<file path="src/rtl/boot_ld_pkg.sv">
package boot_ld_pkg;
    typedef enum logic [1:0] {
        LD_READ  = 2'd0,
        LD_WRITE = 2'd1,
        LD_DONE  = 2'd2
    } ld_state_e;
endpackage

</file>
<file path="src/rtl/boot_ld_seq.sv">
module boot_ld_seq
    import boot_ld_pkg::*;
#(
    parameter int ADDR_W  = 8,
    parameter int IMG_LEN = 128
) (
    input  logic              clk,
    input  logic              rst_n,
    output ld_state_e         state,
    output logic [ADDR_W-1:0] ld_addr,
    output logic              run
);
    localparam logic [ADDR_W-1:0] LAST_ADDR = ADDR_W'(IMG_LEN - 1);

    typedef struct packed {
        ld_state_e         st;
        logic [ADDR_W-1:0] addr;
        logic              run;
    } seq_t;

    seq_t seq_d, seq_q;

    always_comb begin
        seq_d = seq_q;
        case (seq_q.st)
            LD_READ: seq_d.st = LD_WRITE;
            LD_WRITE: begin
                if (seq_q.addr == LAST_ADDR) begin
                    seq_d.st = LD_DONE;
                end else begin
                    seq_d.st   = LD_READ;
                    seq_d.addr = seq_q.addr + 1'b1;
                end
            end
            LD_DONE: seq_d.run = 1'b1;
            default: seq_d.st = LD_READ;
        endcase
    end

    always_ff @(posedge clk or negedge rst_n) begin
        if (!rst_n) begin
            seq_q <= '{st: LD_READ, addr: '0, run: 1'b0};
        end else begin
            seq_q <= seq_d;
        end
    end

    assign state   = seq_q.st;
    assign ld_addr = seq_q.addr;
    assign run     = seq_q.run;
endmodule

</file>
<file path="src/rtl/boot_ld_portmux.sv">
module boot_ld_portmux #(
    parameter int ADDR_W = 8,
    parameter int DATA_W = 8
) (
    input  logic              owner_cpu,
    input  logic              write_phase,
    input  logic [ADDR_W-1:0] ld_addr,
    input  logic [DATA_W-1:0] rom_rdata,
    input  logic [ADDR_W-1:0] cpu_fetch_addr,
    input  logic              cpu_dmem_we,
    output logic [ADDR_W-1:0] rom_addr,
    output logic [ADDR_W-1:0] imem_addr,
    output logic [DATA_W-1:0] imem_wdata,
    output logic              imem_we,
    output logic              dmem_we
);
    always_comb begin
        rom_addr   = owner_cpu ? '0 : ld_addr;
        imem_addr  = owner_cpu ? cpu_fetch_addr : ld_addr;
        imem_we    = !owner_cpu && write_phase;
        imem_wdata = imem_we ? rom_rdata : '0;
        dmem_we    = owner_cpu && cpu_dmem_we;
    end
endmodule

</file>
<file path="src/rtl/boot_loader.sv">
module boot_loader
    import boot_ld_pkg::*;
#(
    parameter int ADDR_W  = 8,
    parameter int DATA_W  = 8,
    parameter int IMG_LEN = 128
) (
    input  logic              clk,
    input  logic              rst_n,
    output logic [ADDR_W-1:0] rom_addr,
    input  logic [DATA_W-1:0] rom_rdata,
    input  logic [ADDR_W-1:0] cpu_fetch_addr,
    input  logic              cpu_dmem_we,
    output logic [ADDR_W-1:0] imem_addr,
    output logic [DATA_W-1:0] imem_wdata,
    output logic              imem_we,
    output logic              imem_sel_cpu,
    output logic              dmem_we,
    output logic              cpu_run,
    output logic              cpu_pc_zero,
    output logic              boot_done
);
    ld_state_e         state;
    logic [ADDR_W-1:0] ld_addr;
    logic              run;

    boot_ld_seq #(.ADDR_W(ADDR_W), .IMG_LEN(IMG_LEN)) u_seq (
        .clk     (clk),
        .rst_n   (rst_n),
        .state   (state),
        .ld_addr (ld_addr),
        .run     (run)
    );

    assign boot_done    = (state == LD_DONE);
    assign imem_sel_cpu = boot_done;
    assign cpu_run      = run;
    assign cpu_pc_zero  = boot_done && !run;

    boot_ld_portmux #(.ADDR_W(ADDR_W), .DATA_W(DATA_W)) u_mux (
        .owner_cpu      (boot_done),
        .write_phase    (state == LD_WRITE),
        .ld_addr        (ld_addr),
        .rom_rdata      (rom_rdata),
        .cpu_fetch_addr (cpu_fetch_addr),
        .cpu_dmem_we    (cpu_dmem_we),
        .rom_addr       (rom_addr),
        .imem_addr      (imem_addr),
        .imem_wdata     (imem_wdata),
        .imem_we        (imem_we),
        .dmem_we        (dmem_we)
    );
endmodule

</file>
<file path="config.mk">
export PLATFORM = sky130hd
export DESIGN_NAME = boot_loader
export DESIGN_NICKNAME = d
export VERILOG_FILES = /design/src/rtl/boot_ld_pkg.sv /design/src/rtl/boot_ld_seq.sv /design/src/rtl/boot_ld_portmux.sv /design/src/rtl/boot_loader.sv
export SDC_FILE = /design/constraint.sdc
export NUM_CORES = 1
export LEC_CHECK = 0
export BUFFER_PORTS_ARGS = -buffer_cell sky130_fd_sc_hd__buf_2
export CORE_MARGIN = 3
export CORE_UTILIZATION = 36
export DETAILED_ROUTE_END_ITERATION = 8
export HOLD_SLACK_MARGIN = 0.08
export PLACE_DENSITY = 0.7
export SETUP_SLACK_MARGIN = 0.05
export SYNTH_ARGS = -nofsm -noshare
export SYNTH_HDL_FRONTEND = slang
export SYNTH_SLANG_ARGS = --single-unit
</file>
<file path="constraint.sdc">
create_clock -name clk -period 1.5 [get_ports clk]
set_clock_uncertainty 0.2 [all_clocks]
set_input_delay 0.225 -clock clk [delete_from_list [all_inputs] [get_ports clk]]
set_output_delay 0.225 -clock clk [all_outputs]
set_load 0.05 [all_outputs]
</file>
======== Yosys cells after proc, flatten, opt, wreduce, memory -nomap -nowiden ========
Index checks and enable logic that the tools add are counted.
storage, ports and cells
  register bits after elaboration ......... 11
  input bits .............................. 19
  output and inout bits ................... 30
  word-level logic and storage cells ...... 20
cells by class
  $add $sub $neg .......................... 1
  equal/unequal tests ..................... 3
  mux-type cells .......................... 5
  bitwise gates (word level) .............. 1
  reduce and logical (&&, ||, !) cells .... 7
operators with widths
  cell                                                                   count
  8-bit 2-to-1 mux                                                       3
  8-bit by 1-bit adder with 8-bit output, second input constant          1
  8-bit by 7-bit equality test with 1-bit output, second input constant  1
  2-bit one-hot mux with 3 select lines                                  1
  1-bit logical AND                                                      3
  2-bit by 1-bit equality test with 1-bit output, second input constant  1
  2-bit equality test, second input constant                             1
  1-bit logical NOT                                                      2
  2-bit logical NOT                                                      1
  2-bit 2-to-1 mux                                                       1
  2-bit AND reduction                                                    1
  1-bit inverter                                                         1

======== Longest topological paths before layout ========
Gate-level depths: netlist (run 1).
  word-level depth ........................ 4
  depth in mapped cells ................... 5
  mapped depth without buffers ............ 5

======== Cells and area by module ========
A second synthesis (run 1) with hierarchy kept.
unflattened totals
  cells, all modules ...................... 76
  area, all modules ....................... 795.8 um^2
by module, submodules not included
  module           times used  cells each  area each (um^2)
  boot_ld_seq      1           43          499.2
  boot_ld_portmux  1           29          261.5
  boot_loader      1           4           35.0

======== Worst setup path after synthesis (run 1) ========
OpenSTA, ideal clock, no wires.
  path kind ............................... register to output
  start point ............................. register u_seq.seq_q, in the netlist u_seq.state[1]
  end point ............................... output port imem_wdata[0]
  arrival time ............................ 1.678 ns
  data required time ...................... 1.075 ns
  path slack .............................. -0.603 ns
  cell stages (with the launch flop) ...... 5
  path through ............................ dfrtp_1 nand2b_4 inv_1 clkbuf_1 and2_1
between the ends
  word-level cells in the longest chain between the ends .. 4
RTL lines
  what                    RTL line               text
  from (decl)             boot_ld_seq.sv:21      seq_t seq_d, seq_q;
  from (signal assigned)  boot_ld_seq.sv:42      seq_q <= '{st: LD_READ, addr: '0, run: 1'b0};
  from (signal assigned)  boot_ld_seq.sv:44      seq_q <= seq_d;
  2-bit equality test     boot_loader.sv:35      assign boot_done = (state == LD_DONE);
  1-bit logical NOT       boot_ld_portmux.sv:20  imem_we = !owner_cpu && write_phase;
  1-bit logical AND *     boot_ld_portmux.sv:20
  net imem_we             boot_loader.sv:16      output logic imem_we,
  8-bit 2-to-1 mux *      boot_ld_portmux.sv:21  imem_wdata = imem_we ? rom_rdata : '0;
  to (decl)               boot_loader.sv:15      output logic [DATA_W-1:0] imem_wdata,
Mark *: on every way through the listed nets, which the timed path passes. The rest lies on a longest branch.

======== Final worst setup path (run 1) ========
  start point ............................. register u_seq.seq_q, in the netlist u_seq.state[0]
  end point ............................... output port imem_addr[3]
between the ends
  word-level cells in the longest chain between the ends .. 2
RTL lines
  what                 RTL line               text
  2-bit equality test  boot_loader.sv:35
  8-bit 2-to-1 mux     boot_ld_portmux.sv:19  imem_addr = owner_cpu ? cpu_fetch_addr : ld_addr;
  to (decl)            boot_loader.sv:14      output logic [ADDR_W-1:0] imem_addr,
No other way between the ends.

==> run_results.csv, run 1 <==
group,metric,value,unit
floorplanning,start_util,39.4,%
synthesis,synth_cells,74,
floorplanning,num_rows,15,
drt,drtIter0Drc,28,
finish,final_nets,173,
drt,via_per_inst,5.57,
synthesis,netlist_area,702,sq um
synthesis,syn_nets,94,
min_path,hp-class,"input port to async pin",
drt,drt-pass1-iter-count,4,
synthesis,ys_seq_elements,11,
sta,setup_viol,37,
setup_path,end_kind,"output port",
placed_design,portBuffers,48,
status,violations,"negative setup slack",
power_and_ir_drop,p_comb_share,21.2,%
sta,rsz0062_at_grt,"true",
power_and_ir_drop,p_sw_share,29.1,%
power_and_ir_drop,pwr_density_cell,375,mW/mm^2
floorplanning,coreArea,0.00178,sq mm
clocking,clkLatencyLatePin,0.29,ns
synthesis,synth_cell_types,26,
synthesis,synth.area.top_cells,"dfrtp_1, and2_1, a21o_1",
placed_design,placedCellCount,157,
sta,min_period_over_period,125,%
synthesis,synth.top_cell.area_share,39.2,%
synthesis,yosys_warnings,0,
drt,wl,4.11,mm
setup_path,cp_max_fo,6,
sta,drv_slew,0,
clocking,cts_max_path_buffers,2,
synthesis,synth_edf_count,0,
power_and_ir_drop,p_seq_share,45.8,%
power_and_ir_drop,p_int,0.000459,W
finish,areaGrowthSynthToFinish,145,%
synthesis,synth_area_per_cell,9.49,sq um
finish,drive_above_1_share,83.6,%
clocking,clk_pin_slew_worst_paths,0.08,ns
power_and_ir_drop,p_clk_share,33.0,%
synthesis,ys_top_cells_by_count,"and2_1, dfrtp_1, a21o_1, nand2_1",
setup_path,critPathArrivalTime,1.45,ns
floorplanning,dieArea,0.00252,sq mm
setup_path,start_kind,"register",
clocking,cts-root-buf,"clkbuf_4",
global_routing,grt_overflow,0,
run,maxCapViolCount,0,
placed_design,dpl.hpwl,1.51,mm
finish,fin_cells,177,
floorplanning,die_h,50.2,microns
synthesis,yosysTopAreaCell,"dfrtp_1",
setup_path,required,1.07,ns
synthesis,yosysMostFrequentCell,"and2_1",
clocking,cts_buffers,3,
status,status,"finished with violations",
finish,n_antenna_cell,0,
clocking,tritoncts,"built",
drt,drc,0,
sta,slew_headroom,82.8,%
sta,fin_crit,1.87,ns
sta,tightestPinTransition,0.260,ns
synthesis,seq_area_frac_synth,39.2,%
drt,wl_per_cell,23.2,microns
global_routing,antenna_found_initial,0,
placed_design,gp_congestion,0.795,
floorplanning,fp.dieW,50.2,microns
sta,max_freq,0.534,GHz
sta,timing.final.ws_setup,-0.374,ns
sta,final-hold-violation-count,0,
global_routing,grt_start_max_net_pins,12,
drt,ant_nets,0,
power_and_ir_drop,p_switching,0.000188,W
setup_path,crit_type,"register to output port",
synthesis,ys_async_sr_fraction,100,%
clocking,htree_num_levels,1,
power_and_ir_drop,fin_total_pwr,0.000646,W
finish,fillers,30,
finish,final_core_util,96.6,%
power_and_ir_drop,peakVddDrop,0.000622,V
global_routing,grt_use_total,28.4,%
drt,via_count,986,
synthesis,synth_flop_cell,"dfrtp_1",
global_routing,grt_pass1_wl,5.24,mm
floorplanning,ios,49,
global_routing,grt_pass1_vias,941,
clocking,clock_sink_count,11,
power_and_ir_drop,p_leak,0.864,nW
## what timing repair did
action	in CTS	in global routing
cloned	2	0
hold buffers	1	0
endpoints found under the setup margin	35	38
gates resized for setup	97	13
hold endpoints to repair	11	0
buffers inserted	6	8
pin swaps	16	11
## worst paths after layout
kind	slack [ns]	start	cells after the start	end
hold / removal	0.13	rst_n	2	u_seq.run
max in group asynchronous	0.75	rst_n	2	u_seq.ld_addr[2]
min in group clk	0.39	u_seq.state[1]	1	u_seq.state[0]
setup reg to reg	-0.26	u_seq.state[1]	5	u_seq.ld_addr[7]
setup / recovery	-0.37	u_seq.state[0]	4	imem_addr[3]
hold reg to reg	0.39	u_seq.state[1]	1	u_seq.state[0]
## critical path: stages, from the launching register on
cell	delay [ns]
dfrtp_1	0.41
nand2b_4	0.21
and2_4	0.19
a21o_4	0.19
buf_6	0.15
## power by group through the flow
stage	registers (W)	clock network, W	logic, W
2_1_floorplan	0.000302	0	0.0000592
5_1_grt	0.000296	0.000226	0.000140
3_3_place_gp	0.000302	0	0.0000978
4_1_cts	0.000296	0.000206	0.000129
3_5_place_dp	0.000302	0	0.0000990
6_report	0.000296	0.000213	0.000137
## cells by family after synthesis
| kind of cell | count (synthesis) | synth area share (%) |
|---|---|---|
| fa+ha+maj | 1 | 1.78 |
| compound gates | 12 | 14.3 |
| buf+inv | 5 | 3.21 |
| flops | 11 | 39.2 |
| xor+xnor | 6 | 7.49 |
| simple gates | 39 | 34.0 |
## layout make-up
type	instances	area [sq um]	area share (%)
inverters	2	25.0	1.45
clock buffers	3	22.5	1.31
repair buffers	75	728	42.3
clock inverters	1	5.00	0.290
well taps	25	31.3	1.82
repair inverters	1	8.76	0.508
flip-flops and latches	11	279	16.2
multi-input cells	59	623	36.2
## routing by layer
metal | vias to the layer above | routed length (microns) | global-route usage, %
li1 | 410 | - | -
met3 | 29 | 271 | 4.15
met4 | 0 | 291 | 5.53
met1 | 472 | 1560 | 37.2
met2 | 75 | 1990 | 49.3
met5 | - | 0 | 0
## state kept, by name (all words and copies together), names as in the netlist
| name | count |
|---|---|
| u_seq.ld_addr | 8 |
| u_seq.state | 2 |
| u_seq.run | 1 |
## per-stage QoR
stage / area, sq um / setup TNS (ns) / hold WS (ns) / setup WS [ns]
2_1_floorplan: 868 / -0.923 / -0.271 / -0.114
3_3_place_gp: 1190 / -0.617 / -0.0974 / -0.0537
3_5_place_dp: 1190 / -0.941 / -0.0960 / -0.0694
4_1_cts: 1620 / -6.11 / 0.145 / -0.301
5_1_grt: 1720 / -10.13 / 0.146 / -0.396
6_report: 1720 / -9.27 / 0.127 / -0.374
## cells in the final DEF (no fill, tap or decap), drive strengths merged, types with 2 or more instances in the layout
master	n
nand2b	4
a21o	8
xor2	4
clkbuf	3
nand3	2
buf	74
clkinv	2
nor2	4
nand2	6
inv	2
and3	2
and2	17
xnor2	2
nor3	2
dfrtp	11
Power figures use the tool's default switching activity.
==> run 2: changes to the inputs <==
Settings changed: CORE_ASPECT_RATIO set to 0.9.
==> run 2 against run 1 <==
Compared with the run above:
- the flow still finishes with violations (negative setup slack)
- critical path depth stayed put
- routed wire length is 9.3% lower
- sequential share of layout area is 0.78 points higher
- via count is 8.7% lower
==> run_results.csv, run 2 (same netlist as run 1, synthesis figures left out) <==
group,metric,value,unit
status,status,"finished with violations",
status,violations,"negative setup slack",
clocking,clkLatencyLatePin,0.29,ns
setup_path,end_kind,"output port",
global_routing,grt_use_total,26.1,%
placed_design,dpl.hpwl,1.57,mm
setup_path,cp_max_fo,6,
power_and_ir_drop,p_leak,0.817,nW
run,maxCapViolCount,0,
setup_path,r2r_slack,-0.17,ns
sta,final-hold-violation-count,0,
global_routing,antenna_found_initial,0,
placed_design,pre_cts_slack,-0.0843,ns
floorplanning,start_util,40.1,%
sta,timing.final.ws_setup,-0.322,ns
power_and_ir_drop,peakVddDrop,0.000494,V
sta,fin_setup_tns,-8.40,ns
finish,final_core_util,93.0,%
setup_path,worstRegToRegCells,5,
setup_path,timing.rr.end,"u_seq.ld_addr[7]",
drt,ant_nets,0,
finish,areaGrowthSynthToFinish,132,%
floorplanning,coreArea,0.00175,sq mm
clocking,cts_buffers,3,
setup_path,path_buf_inv,1,
clocking,clk_pin_slew_worst_paths,0.08,ns
setup_path,r2r-start,"u_seq.state[1]",
placed_design,portBuffers,48,
global_routing,grt_pass1_vias,910,
finish,final_cell_mix,"buf_8, buf_2, and2_4",
finish,largest_register_ffs,8,
finish,fin_cells,168,
setup_path,slowest_delay,0.41,ns
setup_path,required,1.07,ns
setup_path,critPathArrivalTime,1.40,ns
finish,fillers,57,
setup_path,path_cells,"nand2b_4 > and2_4 > a21o_4 > buf_8",
min_path,hp-class,"input port to async pin",
drt,drtIter0Drc,23,
finish,drive_above_1_share,81.3,%
global_routing,grt_start_max_net_pins,12,
setup_path,crit_type,"register to output port",
sta,tightestPinTransition,0.348,ns
drt,drc,0,
global_routing,grt_overflow,0,
drt,via_count,900,
setup_path,critical-path-top-delay-family,"flip-flops",
setup_path,start_kind,"register",
sta,setup_viol,38,
power_and_ir_drop,p_switching,0.000193,W
drt,wl_per_cell,22.2,microns
finish,n_antenna_cell,0,
clocking,cts_max_path_buffers,2,
drt,wl,3.73,mm
clocking,tritoncts,"built",
clocking,clock_sink_count,11,
finish,final_common_cell,"buf_8",
finish,final_nets,165,
power_and_ir_drop,p_seq_share,45.5,%
floorplanning,dieArea,0.00252,sq mm
floorplanning,ios,49,
sta,drv_slew,0,
power_and_ir_drop,pwr_density_cell,400,mW/mm^2
sta,fin_crit,1.82,ns
drt,drt-pass1-iter-count,4,
floorplanning,num_rows,14,
sta,min_period_over_period,121,%
power_and_ir_drop,p_clk_share,33.8,%
setup_path,crit_cells,4,
drt,via_per_inst,5.36,
clocking,cts-root-buf,"clkbuf_4",
placed_design,placedCellCount,154,
placed_design,gp_congestion,0.760,
setup_path,crit_slowest_cell,"dfrtp_1",
floorplanning,fp.dieW,52.5,microns
power_and_ir_drop,p_comb_share,20.8,%
global_routing,grt_pass1_wl,4.65,mm
sta,max_freq,0.549,GHz
sta,rsz0062_at_grt,"true",
sta,slew_headroom,76.8,%
floorplanning,die_h,47.9,microns
power_and_ir_drop,p_sw_share,29.6,%
power_and_ir_drop,p_int,0.000458,W
clocking,htree_num_levels,1,
-- run 2: changes by cell type in the layout (fill, tap and decap cells not counted), moves of 2 or more --
| cell | before | now |
|---|---|---|
| buf_4 | 19 | 16 |
| buf_6 | 16 | 12 |
| dfrtp_1 | 8 | 10 |
| dfrtp_2 | 3 | 1 |
| inv_6 | 2 | 0 |
-- run 2: final cells by class --
class	count	area [sq um]	area share, %
Tap cell	24	30.0	1.84
Timing Repair Buffer	67	648	39.8
Clock buffer	3	22.5	1.38
Timing Repair inverter	1	6.26	0.384
Inverter	2	25.0	1.54
Clock inverter	1	5.00	0.307
Multi-Input combinational cell	59	616	37.8
Sequential cell	11	277	17.0
-- run 2: power by group through the flow --
| stage | Sequential (W) | Clock [W] | Combinational, W |
|---|---|---|---|
| floorplan | 0.000302 | 0 | 0.0000592 |
| detailed placement | 0.000302 | 0 | 0.0000994 |
| global route | 0.000296 | 0.000235 | 0.000139 |
| finish | 0.000296 | 0.000220 | 0.000135 |
| CTS | 0.000296 | 0.000206 | 0.000129 |
| global placement | 0.000302 | 0 | 0.0000975 |
-- run 2: worst max path at each step --
stage / from / end / slack (ns)
after floorplan: u_seq.state[0] / imem_addr[0] / -0.11
after CTS: u_seq.state[0] / imem_addr[0] / -0.27
final: u_seq.state[0] / imem_addr[2] / -0.32
after global placement: u_seq.state[0] / imem_addr[7] / -0.05
after global routing: u_seq.state[1] / imem_addr[4] / -0.36
after detailed placement: u_seq.state[0] / imem_addr[7] / -0.08
-- run 2: what timing repair did --
action                                 CTS  global route
setup endpoints to repair               34            39
endpoints found under the hold margin   11             0
gates cloned                             2             0
pin swaps                               16             6
gates resized for setup                 87            15
setup buffers                            3             4
hold buffers                             1             0
-- run 2: per-layer routing --
layer	track usage, %	share of wire (%)	up-vias
met5	0	0	-
met4	14.3	3.9	0
met3	5.92	8.0	16
met2	47.8	54	63
met1	28.5	34	434
li1	-	-	387
-- run 2: worst register-to-register path: stages, from the launching register on --
cell and delay (ns):
dfrtp_2 0.48, nand2b_4 0.21, buf_6 0.15, a41o_4 0.27, nor3_4 0.14, xor2_1 0.16
-- run 2: through the flow --
stage	total power, W	area, sq um	hold slack [ns]
2_1_floorplan	0.000361	868	-0.271
3_3_place_gp	0.000400	1170	-0.0983
3_5_place_dp	0.000402	1170	-0.0976
4_1_cts	0.000631	1550	0.156
5_1_grt	0.000670	1630	0.183
6_report	0.000651	1630	0.197
